$ cat src/rtl/fcmp_pkg.sv
package fcmp_pkg;

  // Predicate codes; the numeric values are the interface contract.
  typedef enum logic [2:0] {
    PRED_UNORD  = 3'd0,
    PRED_EQ_ORD = 3'd1,
    PRED_EQ_ANY = 3'd2,
    PRED_LT_SIG = 3'd3,
    PRED_LT_ANY = 3'd4,
    PRED_LE_SIG = 3'd5,
    PRED_LE_ANY = 3'd6,
    PRED_RSVD   = 3'd7
  } pred_e;

  // Outcome of comparing a against b: exactly one bit is set.
  typedef struct packed {
    logic lt;
    logic eq;
    logic gt;
    logic un;
  } rel_t;

endpackage

$ cat src/rtl/fcmp_classify.sv
module fcmp_classify #(
  parameter int EXP_W  = 8,
  parameter int FRAC_W = 23,
  localparam int W     = 1 + EXP_W + FRAC_W
) (
  input  logic [W-1:0] op,
  output logic         is_nan,
  output logic         is_snan,
  output logic         is_zero,
  output logic         sign,
  output logic [W-2:0] mag
);
  logic [EXP_W-1:0]  exp_f;
  logic [FRAC_W-1:0] frac_f;

  assign exp_f   = op[W-2:FRAC_W];
  assign frac_f  = op[FRAC_W-1:0];
  assign is_nan  = (&exp_f) & (|frac_f);
  // Quiet bit is the fraction MSB; clear means signaling.
  assign is_snan = is_nan & ~frac_f[FRAC_W-1];
  assign is_zero = ~|op[W-2:0];
  assign sign    = op[W-1];
  assign mag     = op[W-2:0];
endmodule

$ cat src/rtl/fcmp_relate.sv
module fcmp_relate
  import fcmp_pkg::*;
#(
  parameter int MAG_W = 31
) (
  input  logic             a_nan,
  input  logic             b_nan,
  input  logic             a_zero,
  input  logic             b_zero,
  input  logic             a_sign,
  input  logic             b_sign,
  input  logic [MAG_W-1:0] a_mag,
  input  logic [MAG_W-1:0] b_mag,
  output rel_t             rel
);
  logic mag_lt;
  logic mag_eq;

  assign mag_lt = a_mag < b_mag;
  assign mag_eq = a_mag == b_mag;

  always_comb begin
    rel = '0;
    if (a_nan || b_nan) begin
      rel.un = 1'b1;
    end else if (a_zero && b_zero) begin
      rel.eq = 1'b1;                 // signed zeros are equal
    end else if (a_sign != b_sign) begin
      rel.lt = a_sign;
      rel.gt = b_sign;
    end else if (mag_eq) begin
      rel.eq = 1'b1;
    end else if (!a_sign) begin
      rel.lt = mag_lt;
      rel.gt = ~mag_lt;
    end else begin
      rel.lt = ~mag_lt;              // negative: larger magnitude is smaller
      rel.gt = mag_lt;
    end
  end
endmodule

$ cat src/rtl/fcmp_predicate.sv
module fcmp_predicate
  import fcmp_pkg::*;
(
  input  pred_e sel,
  input  rel_t  rel,
  input  logic  any_snan,
  output logic  res,
  output logic  inv
);
  always_comb begin
    res = 1'b0;
    inv = 1'b0;
    unique case (sel)
      PRED_UNORD:  begin res = rel.un;             inv = any_snan; end
      PRED_EQ_ORD: begin res = rel.eq;             inv = any_snan; end
      PRED_EQ_ANY: begin res = rel.eq | rel.un;    inv = any_snan; end
      PRED_LT_SIG: begin res = rel.lt;             inv = rel.un;   end
      PRED_LT_ANY: begin res = rel.lt | rel.un;    inv = any_snan; end
      PRED_LE_SIG: begin res = rel.lt | rel.eq;    inv = rel.un;   end
      PRED_LE_ANY: begin res = ~rel.gt;            inv = any_snan; end
      default:     begin res = 1'b0;               inv = 1'b0;     end
    endcase
  end
endmodule

$ cat src/rtl/fcmp_unit.sv
module fcmp_unit
  import fcmp_pkg::*;
#(
  parameter int EXP_W  = 8,
  parameter int FRAC_W = 23,
  localparam int W     = 1 + EXP_W + FRAC_W
) (
  input  logic         clk,
  input  logic         rst,
  input  logic [W-1:0] op_a,
  input  logic [W-1:0] op_b,
  input  logic [2:0]   pred_sel,
  output logic         cmp_true,
  output logic         cmp_invalid
);
  logic [W-1:0] ops [2];
  logic [1:0]   nan_v, snan_v, zero_v, sign_v;
  logic [W-2:0] mag_v [2];

  assign ops[0] = op_a;
  assign ops[1] = op_b;

  for (genvar i = 0; i < 2; i++) begin : g_cls
    fcmp_classify #(.EXP_W(EXP_W), .FRAC_W(FRAC_W)) u_cls (
      .op      (ops[i]),
      .is_nan  (nan_v[i]),
      .is_snan (snan_v[i]),
      .is_zero (zero_v[i]),
      .sign    (sign_v[i]),
      .mag     (mag_v[i])
    );
  end

  rel_t rel;
  fcmp_relate #(.MAG_W(W-1)) u_rel (
    .a_nan  (nan_v[0]),  .b_nan  (nan_v[1]),
    .a_zero (zero_v[0]), .b_zero (zero_v[1]),
    .a_sign (sign_v[0]), .b_sign (sign_v[1]),
    .a_mag  (mag_v[0]),  .b_mag  (mag_v[1]),
    .rel    (rel)
  );

  logic res_d, inv_d;
  fcmp_predicate u_pred (
    .sel      (pred_e'(pred_sel)),
    .rel      (rel),
    .any_snan (|snan_v),
    .res      (res_d),
    .inv      (inv_d)
  );

  always_ff @(posedge clk) begin
    if (rst) begin
      cmp_true    <= 1'b0;
      cmp_invalid <= 1'b0;
    end else begin
      cmp_true    <= res_d;
      cmp_invalid <= inv_d;
    end
  end

  // Set once a non-reset edge has loaded the output register.
  logic primed_q;
  always_ff @(posedge clk) begin
    if (rst) primed_q <= 1'b0;
    else     primed_q <= 1'b1;
  end

  assert_rel_onehot_R9: assert property (@(posedge clk) disable iff (rst)
    $onehot({rel.lt, rel.eq, rel.gt, rel.un}));

  assert_unord_nan_R2: assert property (@(posedge clk) disable iff (rst)
    (primed_q && $past(pred_sel) == 3'd0) |-> (cmp_true == $past(|nan_v)));

  assert_sig_nan_R10: assert property (@(posedge clk) disable iff (rst)
    (primed_q && ($past(pred_sel) == 3'd3 || $past(pred_sel) == 3'd5) && $past(|nan_v))
      |-> (!cmp_true && cmp_invalid));

  assert_quiet_no_inv_R11: assert property (@(posedge clk) disable iff (rst)
    (primed_q && $past(pred_sel) != 3'd3 && $past(pred_sel) != 3'd5 && !$past(|snan_v))
      |-> !cmp_invalid);

  assert_reserved_R12: assert property (@(posedge clk) disable iff (rst)
    (primed_q && $past(pred_sel) == 3'd7) |-> (!cmp_true && !cmp_invalid));

  assert_ule_not_gt_R8: assert property (@(posedge clk) disable iff (rst)
    (primed_q && $past(pred_sel) == 3'd6) |-> (cmp_true == !$past(rel.gt)));
endmodule

$ cat config.mk
export PLATFORM = sky130hd
export DESIGN_NAME = fcmp_unit
export DESIGN_NICKNAME = d
export VERILOG_FILES = /design/src/rtl/fcmp_pkg.sv /design/src/rtl/fcmp_classify.sv /design/src/rtl/fcmp_relate.sv /design/src/rtl/fcmp_predicate.sv /design/src/rtl/fcmp_unit.sv
export SDC_FILE = /design/constraint.sdc
export NUM_CORES = 1
export LEC_CHECK = 0
export BUFFER_PORTS_ARGS = -buffer_cell sky130_fd_sc_hd__buf_2
export CAP_MARGIN = 20
export CELL_PAD_IN_SITES_DETAIL_PLACEMENT = 1
export CELL_PAD_IN_SITES_GLOBAL_PLACEMENT = 1
export CORE_ASPECT_RATIO = 0.7
export CORE_MARGIN = 1.5
export CORE_UTILIZATION = 31
export DETAILED_ROUTE_END_ITERATION = 10
export PLACE_DENSITY = 0.89
export SYNTH_ARGS = -nofsm -noshare
export SYNTH_HDL_FRONTEND = slang
export SYNTH_SLANG_ARGS = --single-unit
$ cat constraint.sdc
create_clock -name clk -period 4.4 [get_ports clk]
set_clock_uncertainty 0.15 [all_clocks]
set_input_delay 1.1 -clock clk [delete_from_list [all_inputs] [get_ports clk]]
set_output_delay 1.1 -clock clk [all_outputs]
set_load 0.005 [all_outputs]
; Word-level counts from Yosys, hierarchy flattened
; Cells that the tools add are included.
[word_totals]
regBits = 2
input_bits = 69
elab_cells = 51
[op_classes]
n_lt_le_gt_ge = 1
n_eq_ne = 8
muxes = 15
bitwise = 11
reduce_logical = 14
[op_table]
columns = op, n
row1 = 31-bit OR reduction, 2
row2 = 23-bit OR reduction, 2
row3 = 31-bit == test, 1
row4 = 31-bit < comparator, 1
row5 = 8-bit AND reduction, 2
row6 = 1-bit 2-to-1 mux, 12
row7 = "3-bit == test, second input constant", 3
row8 = 1-bit one-hot mux with 7 select lines, 1
row9 = "3-bit by 2-bit == test with 1-bit output, second input constant", 2
row10 = 5-bit OR reduction, 1
row11 = 1-bit bitwise AND, 4
row12 = 1-bit NOT, 4
row13 = 2-bit OR reduction, 2
row14 = "3-bit by 1-bit == test with 1-bit output, second input constant", 1
row15 = 3-bit logical NOT, 1
row16 = 3-bit 2-to-1 mux, 1
row17 = 1-bit bitwise OR, 3
row18 = 1-bit logical NOT, 2
row19 = 1-bit one-hot mux with 2 select lines, 1
row20 = 1-bit logical AND, 1
row21 = 1-bit logical OR, 1
row22 = 1-bit != test, 1

; Longest topological paths before layout
[logic_depth]
ltp_word = 9
ltp_mapped = 10
mapped_depth_nobuf = 10

; By module
; From an unflattened synthesis, not the netlist that was laid out.
[unflattened]
hier_cells = 236
area_unflattened_um2 = 1724.2
[by_module_without_submodules]
columns = mod, n_inst, cells_per_inst, area_per_inst_um2
row1 = fcmp_relate, 1, 123, 879.6
row2 = fcmp_classify, 2, 47, 347.8
row3 = fcmp_predicate, 1, 14, 90.1
row4 = fcmp_unit, 1, 5, 58.8

; Worst setup path after synthesis
; Ideal clock, no wire load.
[synth_timing]
path_kind = in2reg
from = input op_b[24]
to = register cmp_true
setup_time_ns = 0.074
t_arrival_ns = 3.074
setup_slack_ns = 1.102
stages = 10
cell_sequence = inv_1 > ha_1 > a21o_1 > a221o_1 > a221oi_2 > o21ai_1 > a21oi_2 > mux2i_1 > or4b_1 > a31oi_1
[synth_between]
elab_chain_cells = 9
elab_cells_between_ends = 27
classes_between = 1 x order compare / 1 x eq/ne / 14 x mux / 6 x bitwise / 5 x reduce/logical
[synth_lines]
columns = item, line_no
row1 = "start, declared", fcmp_unit.sv:11  ; input logic [W-1:0] op_b,
row2 = 31-bit < comparator, fcmp_relate.sv:19  ; assign mag_lt = a_mag < b_mag;
row3 = 1-bit NOT, "fcmp_relate.sv:35, fcmp_relate.sv:37"
row4 = 1-bit 2-to-1 mux, fcmp_relate.sv:33  ; end else if (!a_sign) begin
row5 = 1-bit 2-to-1 mux, fcmp_relate.sv:31  ; end else if (mag_eq) begin
row6 = 1-bit 2-to-1 mux, fcmp_relate.sv:28  ; end else if (a_sign != b_sign) begin
row7 = 1-bit 2-to-1 mux, fcmp_relate.sv:26  ; end else if (a_zero && b_zero) begin
row8 = 3-bit 2-to-1 mux, fcmp_relate.sv:24  ; if (a_nan || b_nan) begin
row9 = 1-bit bitwise OR (tied with other cells), fcmp_predicate.sv:19  ; PRED_LE_SIG: begin res = rel.lt | rel.eq; inv = rel.un; end
row10 = 1-bit one-hot mux with 7 select lines (*), fcmp_predicate.sv:13  ; unique case (sel)
row11 = "end signal, assigned", fcmp_unit.sv:57  ; cmp_true <= res_d;
row12 = "end, declared", fcmp_unit.sv:13  ; output logic cmp_true,
; Every way passes the cells marked *; elsewhere a longest branch is shown, timed or not.
; A chain may end at the register's enable or synchronous reset.

; Worst setup path after layout
; Ends and elaborated chain as after synthesis.

==> results_dict.tcl <==
set metrics [dict create \
    maxCapViolations 0 \
    start_util_pct 33.16 \
    switching_share_pct 36.50 \
    crit_path_end_kind "flip-flop" \
    power.share.clock_pct 32.8 \
    grt_max_degree 6 \
    drt-total-wl_mm 4.023 \
    ys_seq_elements 2 \
    fillCellCount 517 \
    layoutNonFillerInstCount 297 \
    holdCritPathClass "input port to flip-flop" \
    cp.required_ps 4380 \
    cts_sinks 2 \
    grt_first_pass_wirelength_mm 6.734 \
    gp_congestion 0.8297 \
    p_comb_share_pct 58.1 \
    critPathTopFamily "compound AO/OA/AOI/OAI gates" \
    slew_viol_final 0 \
    setup_slack_ps 1008 \
    syn_to_final_growth_pct 37.77 \
    fin_nets 349 \
    p_int_mw 0.1360 \
    port_buffers 70 \
    rsz0062_at_grt "false" \
    worst-path-max-fanout 3 \
    ios 71 \
    avgSynthCellArea_um2 6.910 \
    die_h_um 55.11 \
    drt_iter0_drc 90 \
    final_layout_size_suffix_gt1_share_pct 30.77 \
    ys_warn_count 0 \
    period_minus_slack_ps 3392 \
    grt_pass1_vias 1585 \
    post-cts-setup-buffers 0 \
    drc 0 \
    setup_viol_count_final 0 \
    switchingPower_mw 0.07814 \
    h-tree-depth 1 \
    dp_cells 294 \
    fp.dieArea_um2 4267 \
    critical-path-max-stage-delay_ps 510 \
    die_w_um 77.44 \
    startpoint_type "input port" \
    cts.repair.resized 0 \
    antenna_found_initial 0 \
    relSlewSlack_pct 61.41 \
    status "finished, final reports clean" \
    rows 18 \
    drt_first_pass_iters 4 \
    synthesis.area_um2 1202 \
    clk_path_buf_depth 2 \
    grt.total_usage_pct 19.72 \
    numCtsBuffers 3 \
    synth_cell_types 35 \
    syn_inst 174 \
    final.setup.tns_ps 0 \
    hold_violations 0 \
    cts_tree "yes" \
    finalCritPeriodShare_pct 77.10 \
    dp_hpwl_mm 3.707 \
    grt_overflow 0 \
    core_area_um2 3626 \
    cp.buffers_inverters 2 \
    cts_hold_buf 0 \
    power-per-cell-area_nw_per_um2 129.2 \
    vias_per_cell 5.279 \
    p_leak_nw 0.9265 \
    place_ws_ps 824.5 \
    worst_pin_slew_ps 575.3 \
    n_antenna_cell 0 \
    vias 1568 \
    ys_seq_area_share_pct 3.330 \
    wire_per_inst_um 13.55 \
    place_area_um2 1615 \
    cts_root_buf "clkbuf_8" \
    path_class "input port to flip-flop" \
    path_cells "buf_2 > inv_1 > ha_1 > a21o_1 > a221o_1 > a221oi_2 > o21ai_1 > a21oi_2 > mux2i_1 > or4b_1 > a31oi_1" \
    drtAntennaViolNets 0 \
    slowest_stage "or4b_1" \
    path_clk_slew_ps 30 \
    syn_nets 274 \
    finalInstanceArea_um2 1657 \
    fmax_mhz 294.8 \
    ir_worst_vdd_v 0.00005923 \
    cp_data_arrival_time_ps 3380 \
    seqPwrFrac_pct 9.1 \
]
## routing by layer
layer | share of wire, % | global-route usage (%) | vias to the layer above
met5 | 0 | 0 | -
met4 | 0 | 1.818 | 0
met3 | 7.4 | 1.803 | 0
met2 | 46 | 38.01 | 50
met1 | 47 | 25.41 | 717
li1 | - | - | 801
## metrics by stage
stage	utilization, %	hold WS [ps]	power (mW)
3_5_place_dp	44.55	1122	0.1437
2_1_floorplan	-	1019	0.08165
6_report	45.69	917.4	0.2141
5_1_grt	45.69	921.9	0.2378
3_3_place_gp	44.55	1124	0.1382
4_1_cts	45.69	914.2	0.2159
## area by class of cell
type                    instances  area, um^2  share of cell area, %
clock buffers                   3       41.29                  2.492
inverters                      35       131.4                  7.931
well taps                      50       62.56                  3.776
flip-flops and latches          2       40.04                  2.417
repair buffers                 70       350.3                  21.15
multi-input cells             137        1031                  62.24
## cell usage after synthesis, drive strengths merged
library cell / n / area share (%)
inv: 35 / 11
ha: 31 / 32
nor4: 14 / 7.3
a21oi: 13 / 5.7
nand2: 12 / 3.7
nand4: 9 / 4.7
nor2: 8 / 2.5
nor3: 8 / 3.3
nand3: 5 / 2.1
o21ai: 5 / 2.1
a211oi: 3 / 1.9
a21o: 3 / 1.9
and4: 3 / 2.2
o21bai: 3 / 1.9
a221oi: 2 / 2.0
a31oi: 2 / 1.0
dfxtp: 2 / 3.3
o211ai: 2 / 1.2
a221o: 1 / 0.83
a311o: 1 / 0.83
and2: 1 / 0.52
and3: 1 / 0.52
and4b: 1 / 0.94
mux2i: 1 / 0.83
nand3b: 1 / 0.62
nor4bb: 1 / 0.83
o21a: 1 / 0.62
o21ba: 1 / 0.83
o22ai: 1 / 0.52
o31ai: 1 / 0.62
or4: 1 / 0.62
or4b: 1 / 0.83
## worst paths after layout
check	from	endpoint	slack (ps)	cells past startpoint
hold / removal	rst	cmp_invalid	920	2
setup / recovery	op_b[24]	cmp_true	1010	11
## flip-flops by register name (all words and copies together) (netlist names)
signal	count
cmp_invalid	1
cmp_true	1
## kinds of logic (layout without fill, tap and decap cells)
family,count (synthesis),in the layout,share of synthesized area [%]
flops,2,2,3.330
buf+inv,35,108,10.93
mux,1,1,0.8325
simple gates,66,66,30.70
fa+ha+maj,31,31,32.26
compound gates,39,39,21.96
## power by group through the flow
stage | sequential (mW) | combinational, mW | clock (mW)
6_report | 0.0194 | 0.124 | 0.0703
5_1_grt | 0.0196 | 0.144 | 0.0745
4_1_cts | 0.0194 | 0.125 | 0.0716
3_5_place_dp | 0.0196 | 0.124 | 0
3_3_place_gp | 0.0196 | 0.119 | 0
2_1_floorplan | 0.0199 | 0.0618 | 0
## layout by cell type (no fill, tap or decap), types with 5 or more instances in the layout
cell type and count:
nor4_1 14, buf_2 70, a21oi_1 12, ha_1 31, nand2_1 12, nor3_1 8
nand3_1 5, inv_1 35, nor2_1 8, nand4_1 9
Note: power is estimated with default switching activity, not from simulation.
